==> src/rtl/hpd_pkg.sv <==
package hpd_pkg;
  typedef enum logic [1:0] {
    RES_FIFO = 2'd0,
    RES_BYP  = 2'd1,
    RES_OFS  = 2'd2,
    RES_NONE = 2'd3
  } res_e;
  localparam int unsigned N_OFS = 4;
endpackage

==> src/rtl/hpd_decode.sv <==
module hpd_decode
  import hpd_pkg::*;
(
  input  logic       sel_i,
  input  logic       en_i,
  input  logic       wr_i,
  input  logic [2:0] addr_i,
  output res_e       res_o,
  output logic       wr_acc_o,
  output logic       rd_acc_o
);
  logic acc;
  assign acc      = sel_i & en_i;
  assign wr_acc_o = acc & wr_i;
  assign rd_acc_o = acc & ~wr_i;

  always_comb begin
    if (addr_i[2])             res_o = RES_OFS;
    else if (addr_i[1])        res_o = RES_NONE;
    else if (addr_i[0])        res_o = RES_BYP;
    else                       res_o = RES_FIFO;
  end
endmodule

==> src/rtl/hpd_mailbox.sv <==
module hpd_mailbox #(
  parameter int unsigned W = 18
) (
  input  logic         clk_i,
  input  logic         rst_ni,
  input  logic         clr_i,
  input  logic         load_i,
  input  logic [W-1:0] din_i,
  input  logic         take_i,
  output logic [W-1:0] data_o,
  output logic         vld_o
);
  always_ff @(posedge clk_i or negedge rst_ni) begin
    if (!rst_ni) begin
      data_o <= '0;
      vld_o  <= 1'b0;
    end else if (clr_i) begin
      vld_o  <= 1'b0;
    end else if (load_i) begin
      data_o <= din_i;
      vld_o  <= 1'b1;   // host write beats a same-cycle take
    end else if (take_i) begin
      vld_o  <= 1'b0;
    end
  end
endmodule

==> src/rtl/hpd_ofs_bank.sv <==
module hpd_ofs_bank #(
  parameter int unsigned OFS_W   = 9,
  parameter int unsigned N       = 4,
  parameter int unsigned DEF_OFS = 8,
  localparam int unsigned IDX_W  = $clog2(N)
) (
  input  logic               clk_i,
  input  logic               rst_ni,
  input  logic               clr_i,
  input  logic               we_i,
  input  logic [IDX_W-1:0]   idx_i,
  input  logic [OFS_W-1:0]   din_i,
  output logic [N*OFS_W-1:0] ofs_o
);
  localparam logic [OFS_W-1:0] DEF_V = OFS_W'(DEF_OFS);

  for (genvar g = 0; g < N; g++) begin : g_reg
    always_ff @(posedge clk_i or negedge rst_ni) begin
      if (!rst_ni)                                  ofs_o[g*OFS_W +: OFS_W] <= DEF_V;
      else if (clr_i)                               ofs_o[g*OFS_W +: OFS_W] <= DEF_V;
      else if (we_i && idx_i == IDX_W'(g))          ofs_o[g*OFS_W +: OFS_W] <= din_i;
    end
  end
endmodule

==> src/rtl/host_port_decoder.sv <==
module host_port_decoder
  import hpd_pkg::*;
#(
  parameter int unsigned W       = 18,
  parameter int unsigned OFS_W   = 9,
  parameter int unsigned DEF_OFS = 8,
  localparam int unsigned IDX_W  = $clog2(N_OFS)
) (
  input  logic                   clk_i,
  input  logic                   rst_ni,
  input  logic                   sel_i,
  input  logic [2:0]             addr_i,
  input  logic                   wr_i,
  input  logic                   en_i,
  input  logic                   far_en_i,
  input  logic                   clr_req_i,
  input  logic [W-1:0]           wdata_i,
  output logic [W-1:0]           rdata_o,
  output logic                   oe_o,
  output logic                   clr_o,
  output logic                   ab_push_o,
  output logic [W-1:0]           ab_data_o,
  output logic                   ba_pop_o,
  input  logic [W-1:0]           ba_rdata_i,
  output logic [W-1:0]           byp_data_o,
  output logic                   byp_vld_o,
  input  logic                   far_byp_rd_i,
  input  logic [W-1:0]           far_byp_data_i,
  output logic                   far_byp_ack_o,
  output logic [N_OFS*OFS_W-1:0] ofs_o
);
  res_e             res;
  logic             wr_acc, rd_acc;
  logic [IDX_W-1:0] idx;
  logic [W-1:0]     rd_mux;

  hpd_decode u_dec (
    .sel_i    (sel_i),
    .en_i     (en_i),
    .wr_i     (wr_i),
    .addr_i   (addr_i),
    .res_o    (res),
    .wr_acc_o (wr_acc),
    .rd_acc_o (rd_acc)
  );

  assign idx           = addr_i[IDX_W-1:0];
  assign clr_o         = clr_req_i & ~sel_i & ~en_i & ~far_en_i;
  assign oe_o          = sel_i & ~wr_i;
  assign ab_push_o     = wr_acc & (res == RES_FIFO);
  assign ab_data_o     = wdata_i;
  assign ba_pop_o      = rd_acc & (res == RES_FIFO);
  assign far_byp_ack_o = rd_acc & (res == RES_BYP);

  hpd_mailbox #(.W(W)) u_mbox (
    .clk_i  (clk_i),
    .rst_ni (rst_ni),
    .clr_i  (clr_o),
    .load_i (wr_acc & (res == RES_BYP)),
    .din_i  (wdata_i),
    .take_i (far_byp_rd_i),
    .data_o (byp_data_o),
    .vld_o  (byp_vld_o)
  );

  hpd_ofs_bank #(.OFS_W(OFS_W), .N(N_OFS), .DEF_OFS(DEF_OFS)) u_ofs (
    .clk_i  (clk_i),
    .rst_ni (rst_ni),
    .clr_i  (clr_o),
    .we_i   (wr_acc & (res == RES_OFS)),
    .idx_i  (idx),
    .din_i  (wdata_i[OFS_W-1:0]),
    .ofs_o  (ofs_o)
  );

  always_comb begin
    unique case (res)
      RES_FIFO: rd_mux = ba_rdata_i;
      RES_BYP:  rd_mux = far_byp_data_i;
      RES_OFS:  rd_mux = W'(ofs_o[idx*OFS_W +: OFS_W]);
      default:  rd_mux = '0;
    endcase
  end

  always_ff @(posedge clk_i or negedge rst_ni) begin
    if (!rst_ni)     rdata_o <= '0;
    else if (clr_o)  rdata_o <= '0;
    else if (rd_acc) rdata_o <= rd_mux;
  end
endmodule

==> config.mk <==
export PLATFORM = sky130hd
export DESIGN_NAME = host_port_decoder
export DESIGN_NICKNAME = d
export VERILOG_FILES = /design/src/rtl/hpd_pkg.sv /design/src/rtl/hpd_decode.sv /design/src/rtl/hpd_mailbox.sv /design/src/rtl/hpd_ofs_bank.sv /design/src/rtl/host_port_decoder.sv
export SDC_FILE = /design/constraint.sdc
export NUM_CORES = 1
export LEC_CHECK = 0
export BUFFER_PORTS_ARGS = -buffer_cell sky130_fd_sc_hd__buf_4
export CORE_MARGIN = 5
export CORE_UTILIZATION = 48
export CTS_BUF_LIST = sky130_fd_sc_hd__clkbuf_8 sky130_fd_sc_hd__clkbuf_16
export DETAILED_ROUTE_END_ITERATION = 7
export PLACE_DENSITY = 0.9
export SETUP_SLACK_MARGIN = 0.1
export SYNTH_ARGS = -nofsm -noshare
export SYNTH_HDL_FRONTEND = slang
export SYNTH_SLANG_ARGS = --single-unit
==> constraint.sdc <==
create_clock -name clk_i -period 1.3 [get_ports clk_i]
set_input_delay 0.195 -clock clk_i [delete_from_list [all_inputs] [get_ports clk_i]]
set_output_delay 0.195 -clock clk_i [all_outputs]
set_load 0.01 [all_outputs]
After elaboration in Yosys (flattened, before gate mapping):

Index checks and enable logic that the tools add are counted.

* add/subtract/negate cells: 0
* multipliers: 1
* divide/modulo/power cells: 0
* $lt $le $gt $ge: 0
* eq/ne operators: 5
* shift-type cells: 1
* multiplexer cells: 17
* bitwise gates (word level): 17
* reduce and logical (&&, ||, !) cells: 13

Operators by type and width (count)
* two-way mux 9 bit: 8
* case mux 18 bit (3 select lines): 1
* two-way mux 18 bit: 2
* variable part select 36 x 7 -> 9 bit: 1
* bitwise AND 1 bit: 12
* nonzero test 2 bit: 5
* equality test 2 bit, second input constant: 3
* multiplier 2 x 4 -> 6 bit, second input constant: 1
* inverter 1 bit: 5
* equality test 2 x 1 -> 1 bit, second input constant: 2
* logical AND 1 bit: 4
* zero test 2 bit: 2
* two-way mux 1 bit: 4
* two-way mux 2 bit: 2
* nonzero test 3 bit: 1
* AND reduction 2 bit: 1

* flip-flop bits (word level): 73
* bits in latches: 0
* bits in writable memories: 0
* memory bits (read-only): 0
* input bits: 65
* word-level logic and storage cells: 61
* memories kept: 0

Longest topological paths before layout:

* depth in word-level cells: 8
* mapped depth: 6

Modules after synthesis:

Synthesis repeated with hierarchy kept, for this count alone.

* cell total of the unflattened synthesis: 300
* area, all modules: 3801.1 um^2

By module, submodules not included
* hpd_ofs_bank: times used 1, cells each 132, area an instance 1625.3 um^2
* host_port_decoder: times used 1, cells each 121, area an instance 1368.8 um^2
* hpd_mailbox: times used 1, cells each 43, area an instance 775.7 um^2
* hpd_decode: times used 1, cells each 4, area an instance 31.3 um^2

Worst setup path before layout:

Ideal clock, no wire load.

* kind: input port to flip-flop
* from: input addr_i[1]
* to: register u_mbox.data_o[13]
* library setup time: 125 ps
* arrival: 1379 ps
* data required time: 1175 ps
* setup slack: -204 ps
* stages: 6
* path through: buf_6 nand2b_4 buf_6 nor3_4 buf_8 mux2_4

* cells in the longest elaborated chain, start to end: 5

Ends and longest elaborated chain
* start: declaration: line host_port_decoder.sv:12 `input logic [2:0] addr_i,`
* two-way mux 2 bit: line hpd_decode.sv:19 `else if (addr_i[1]) res_o = RES_NONE;`
* two-way mux 2 bit: line hpd_decode.sv:18 `if (addr_i[2]) res_o = RES_OFS;`
* equality test 2 x 1 -> 1 bit: line host_port_decoder.sv:59 `.load_i (wr_acc & (res == RES_BYP)),`
* bitwise AND 1 bit: line host_port_decoder.sv:59
* AND reduction 2 bit (no line)
* end signal: assignment: line hpd_mailbox.sv:20 `data_o <= din_i;`
* end: declaration: line hpd_mailbox.sv:10 `output logic [W-1:0] data_o,`

Every way passes these cells.
A chain may end at the register's enable or synchronous reset.

Final worst setup path:

* from: register u_ofs.ofs_o[25]
* to: register rdata_o[7]

* cells in the longest elaborated chain, start to end: 4

Ends and longest elaborated chain
* start: declaration: line hpd_ofs_bank.sv:13 `output logic [N*OFS_W-1:0] ofs_o`
* start signal: indexed assignment: line hpd_ofs_bank.sv:21 `else if (we_i && idx_i == IDX_W'(g)) ofs_o[g*OFS_W +: OFS_W] <= din_i;`
* variable part select 36 x 7 -> 9 bit: line host_port_decoder.sv:80 `RES_OFS: rd_mux = W'(ofs_o[idx*OFS_W +: OFS_W]);`
* case mux 18 bit (3 select lines): line host_port_decoder.sv:77 `unique case (res)`
* two-way mux 18 bit: line host_port_decoder.sv:88 `else if (rd_acc) rdata_o <= rd_mux;`
* two-way mux 18 bit: line host_port_decoder.sv:87 `else if (clr_o) rdata_o <= '0;`
* end signal: assignment: line host_port_decoder.sv:88
* end: declaration: line host_port_decoder.sv:18 `output logic [W-1:0] rdata_o,`

Every way passes these cells. The select of a mux whose other input is x is not followed.

==> impl_summary.md <==
Power
The internal power is 4.77 mW. The share of total power dissipated in sequential elements is 0.414. Of the total power, combinational logic draws 0.255.

For this design the total switching power over the nets is 1.83 mW. The analysis attributes to cell leakage a power of 2.90 nW. Of the total power, the share spent switching nets is 0.277.

Of the total power, the clock network draws 0.331. For this design the ratio of total power to cell area is 1140 nW/um^2. VDD sags by at most 956 uV.

STA
Adding up every negative setup slack in the final design gives 0 ps. Headroom to the max-slew limit came out at 0.732. Counting I/O delays and the setup requirement, the final critical path takes 1290 ps. The number of failing setup endpoints in the final timing report is 0. Setup repair after global routing could not meet its margin everywhere.

Between clock sinks in the finished design, the worst skew comes to 7.85 ps. The total count of max-transition violations in the final report came to 0. The number of endpoints with negative hold slack in the final report is 0. At the pin with the least slew margin, the transition time is 401 ps. The highest clock frequency the design can meet is 0.778 GHz.

In the finished design, the share of the clock period the worst path needs comes to 0.989. The final setup slack of the worst path is 14.6 ps.

Clock network
The clock transition at the registers of the reported paths is 80 ps. TritonCTS built the clock tree. Clock tree synthesis found a total of 73 sinks. The clock tree root buffer cell is clkbuf_8.

The clock insertion delay at the later pin of the skew report is 360 ps. The deepest level of the CTS H-tree is 3. The number of buffers inserted during clock tree synthesis is 9. In this run the deepest clock path goes through 2 buffers.

Floorplan
The die width is 97.7 um. The total number of placement rows is 32. The standard cell core area is 7610 um^2. During I/O placement, the number of pins put on the boundary was 161. The die area is 9550 um^2. The height of the die is 97.7 um. The initial cell density of the core is 0.486.

Global routing
The first global-routing pass estimated 18900 um of wire. After global routing the overflow that remains totals 0. The number of antenna violations at the first check in global routing came to 0. In the global route stage, met3 resource usage came out at 0.0818. In the global route stage, overall resource usage came out at 0.249. The number of global-route vias before repair is 3708.

The met1 demand-to-capacity share in global routing is 0.306. For met2 alone, demand over resource in global routing was 0.407. met2 is the most crowded layer. Entering global routing, the biggest net connects 74 pins.

Cells and area
For this run, the post-layout net count is 582. Of the cells placed in the final design, the portion with a size suffix greater than 1 is 0.525. The utilization after layout is 0.759.

The final non-filler cell area is 5780 um^2. The repair_antennas step left the layout with diodes totalling 0. The number of cells in the finished layout apart from fillers is 624. The relative area change from synthesis to final layout is 56.4%.

Setup path
In this run the critical register-to-register path is launched from u_ofs.ofs_o[25]$_DFFE_PN0P_. On the critical path, the stage with the largest delay is an instance of mux4_2. The path type of the worst setup path is reg2reg. The data required time at the worst endpoint is 1540 ps. The category of the worst setup path capture point is a flop.

The kind of start point of the critical path is a flop. The critical path goes through mux4_2, a32oi_1, o21ai_1. The dominant delay contributor by cell family on the critical path is multiplexers. For the worst setup path, the data arrival time is 1530 ps. For this run, the slowest stage of the critical path takes 500 ps.

The startpoint of the worst setup timing path is u_ofs.ofs_o[25]$_DFFE_PN0P_. Along the worst path, the maximum fanout reaches 2. The critical path contains buffers and inverters numbering 0 combined.

Placed design
After detailed placement, the total cell area comes to 5210 um^2. The placer's final routability congestion estimate is 0.872. The minimum setup slack after placement is -226 ps. Buffers placed on the I/O ports in this run total 160. The number of placed instances, taps included, is 587. The final HPWL from detailed placement is 8220 um.

Drt
The mean number of vias per cell is 5.52. The total via count after detailed routing is 3445. The antenna violation net count after detailed routing is 0.

The post-route DRC violation count is 0. The detailed router finished its first iteration with 191 violations. After detailed routing, the average wire length per cell comes to 19.1 um. The first TritonRoute pass finished after 5 iterations.

The overall routed net length is 11900 um.

Run
The number of maximum-capacitance violations is 0.

Worst hold path
The startpoint of the lowest-slack hold path is wdata_i[14]. The path type of the worst min-delay path is in2reg.

Synthesis
When the netlist entered floorplanning its net count stood at 393. After synthesis, the netlist uses 36 different library cells. The cell count after synthesis is 328. In this run the mean area of a mapped cell was 11.3 um^2.

In this run the cell area of the synthesized design comes to 3690 um^2. The register bit count reported by yosys is 73. Of the synthesized area, sequential elements account for 0.496.

The warning count from the yosys run is 0.

Run status
The flow ran to the end, and the final reports show no timing, DRC or antenna violations.
through the flow:
step | hold slack, ps | total power [mW]
floorplan | -101 | 3.41
global placement | 232 | 4.23
detailed placement | 241 | 4.29
CTS | 65.4 | 6.57
global route | 66.5 | 6.92
finish | 79.7 | 6.60
layout make-up:
class,count,area [um^2]
timing repair buffer,222,1940
clock inverter,7,118
fill,486,1830
sequential,73,1830
clock buffer,9,124
inverter,8,35.0
multi-input combinational,203,1600
tap,102,128
final timing paths:
path | slack (ps) | cells past startpoint | to
setup / recovery | 10 | 3 | rdata_o[7]$_DFFE_PN0P_
hold / removal | 80 | 2 | u_mbox.data_o[14]$_DFFE_PN0P_
setup reg to reg | 10 | 3 | rdata_o[7]$_DFFE_PN0P_
hold reg to reg | 520 | 1 | u_mbox.data_o[14]$_DFFE_PN0P_
max in group asynchronous | 570 | 3 | u_ofs.ofs_o[12]$_DFFE_PN1P_
min in group asynchronous | 380 | 3 | u_mbox.data_o[4]$_DFFE_PN0P_
layer usage:
metal	part of all wire	up-vias
met3	0.087	23
met4	0.021	0
met2	0.50	162
met1	0.39	1693
li1	-	1567
met5	0	-
state kept, by name, indices dropped and copies added (netlist names):
register       cells
u_ofs.ofs_o       36
u_mbox.vld_o       1
rdata_o           18
u_mbox.data_o     18
Yosys cell counts (all sizes together):
cell type | instances | share of area
mux2 | 12 | 0.040
nand2b | 1 | 0.0037
nand3 | 11 | 0.015
nor4 | 2 | 0.0034
a32oi | 8 | 0.019
mux4 | 9 | 0.055
buf | 34 | 0.071
dfrtp | 69 | 0.47
or4 | 9 | 0.018
dfstp | 4 | 0.028
or3 | 1 | 0.0017
clkinv | 1 | 0.0010
and2 | 1 | 0.0017
o211ai | 15 | 0.030
nand2 | 35 | 0.036
a31o | 2 | 0.0047
clkbuf | 10 | 0.010
inv | 7 | 0.0071
a21oi | 13 | 0.018
and3 | 1 | 0.0017
and4b | 1 | 0.0027
or4b | 1 | 0.0037
o21ai | 31 | 0.042
nand3b | 1 | 0.0020
and4 | 1 | 0.0024
nand4 | 2 | 0.0034
mux2i | 34 | 0.092
a211oi | 1 | 0.0020
nor3 | 3 | 0.0071
nor2b | 3 | 0.0051
nor2 | 5 | 0.0051
power groups by stage:
stage	Sequential, mW	Clock [mW]	Combinational (mW)
finish	2.73	2.19	1.68
floorplan	2.86	0	0.546
global route	2.76	2.35	1.80
CTS	2.73	2.21	1.63
global placement	2.75	0	1.48
detailed placement	2.76	0	1.52
layout by cell type (no fill, tap or decap), types with 10 or more instances in the layout:
master | Yosys | final
mux2i_1 | 34 | 34
o211ai_1 | 15 | 15
nand2_1 | 35 | 34
nand3_1 | 11 | 10
buf_6 | 5 | 32
buf_4 | 20 | 176
buf_12 | 0 | 11
o21ai_0 | 31 | 10
o21ai_1 | 0 | 21
dfrtp_1 | 69 | 69
a21oi_1 | 13 | 13
timing repair:
item                                    in CTS  in global routing
endpoints found under the setup margin      25                 30
hold buffers                                 1                  0
buffers inserted                            17                  4
resized for setup                           26                 17
hold endpoints to repair                    69                  0
pin swaps                                    6                  4
cell families after synthesis:
group	Yosys count	synth area share
AO/OA/AOI/OAI	70	0.116
flip-flops	73	0.496
buffers and inverters	52	0.0891
multiplexers	55	0.187
AND/OR/NAND/NOR	78	0.112
Power figures use the tool's default switching activity.
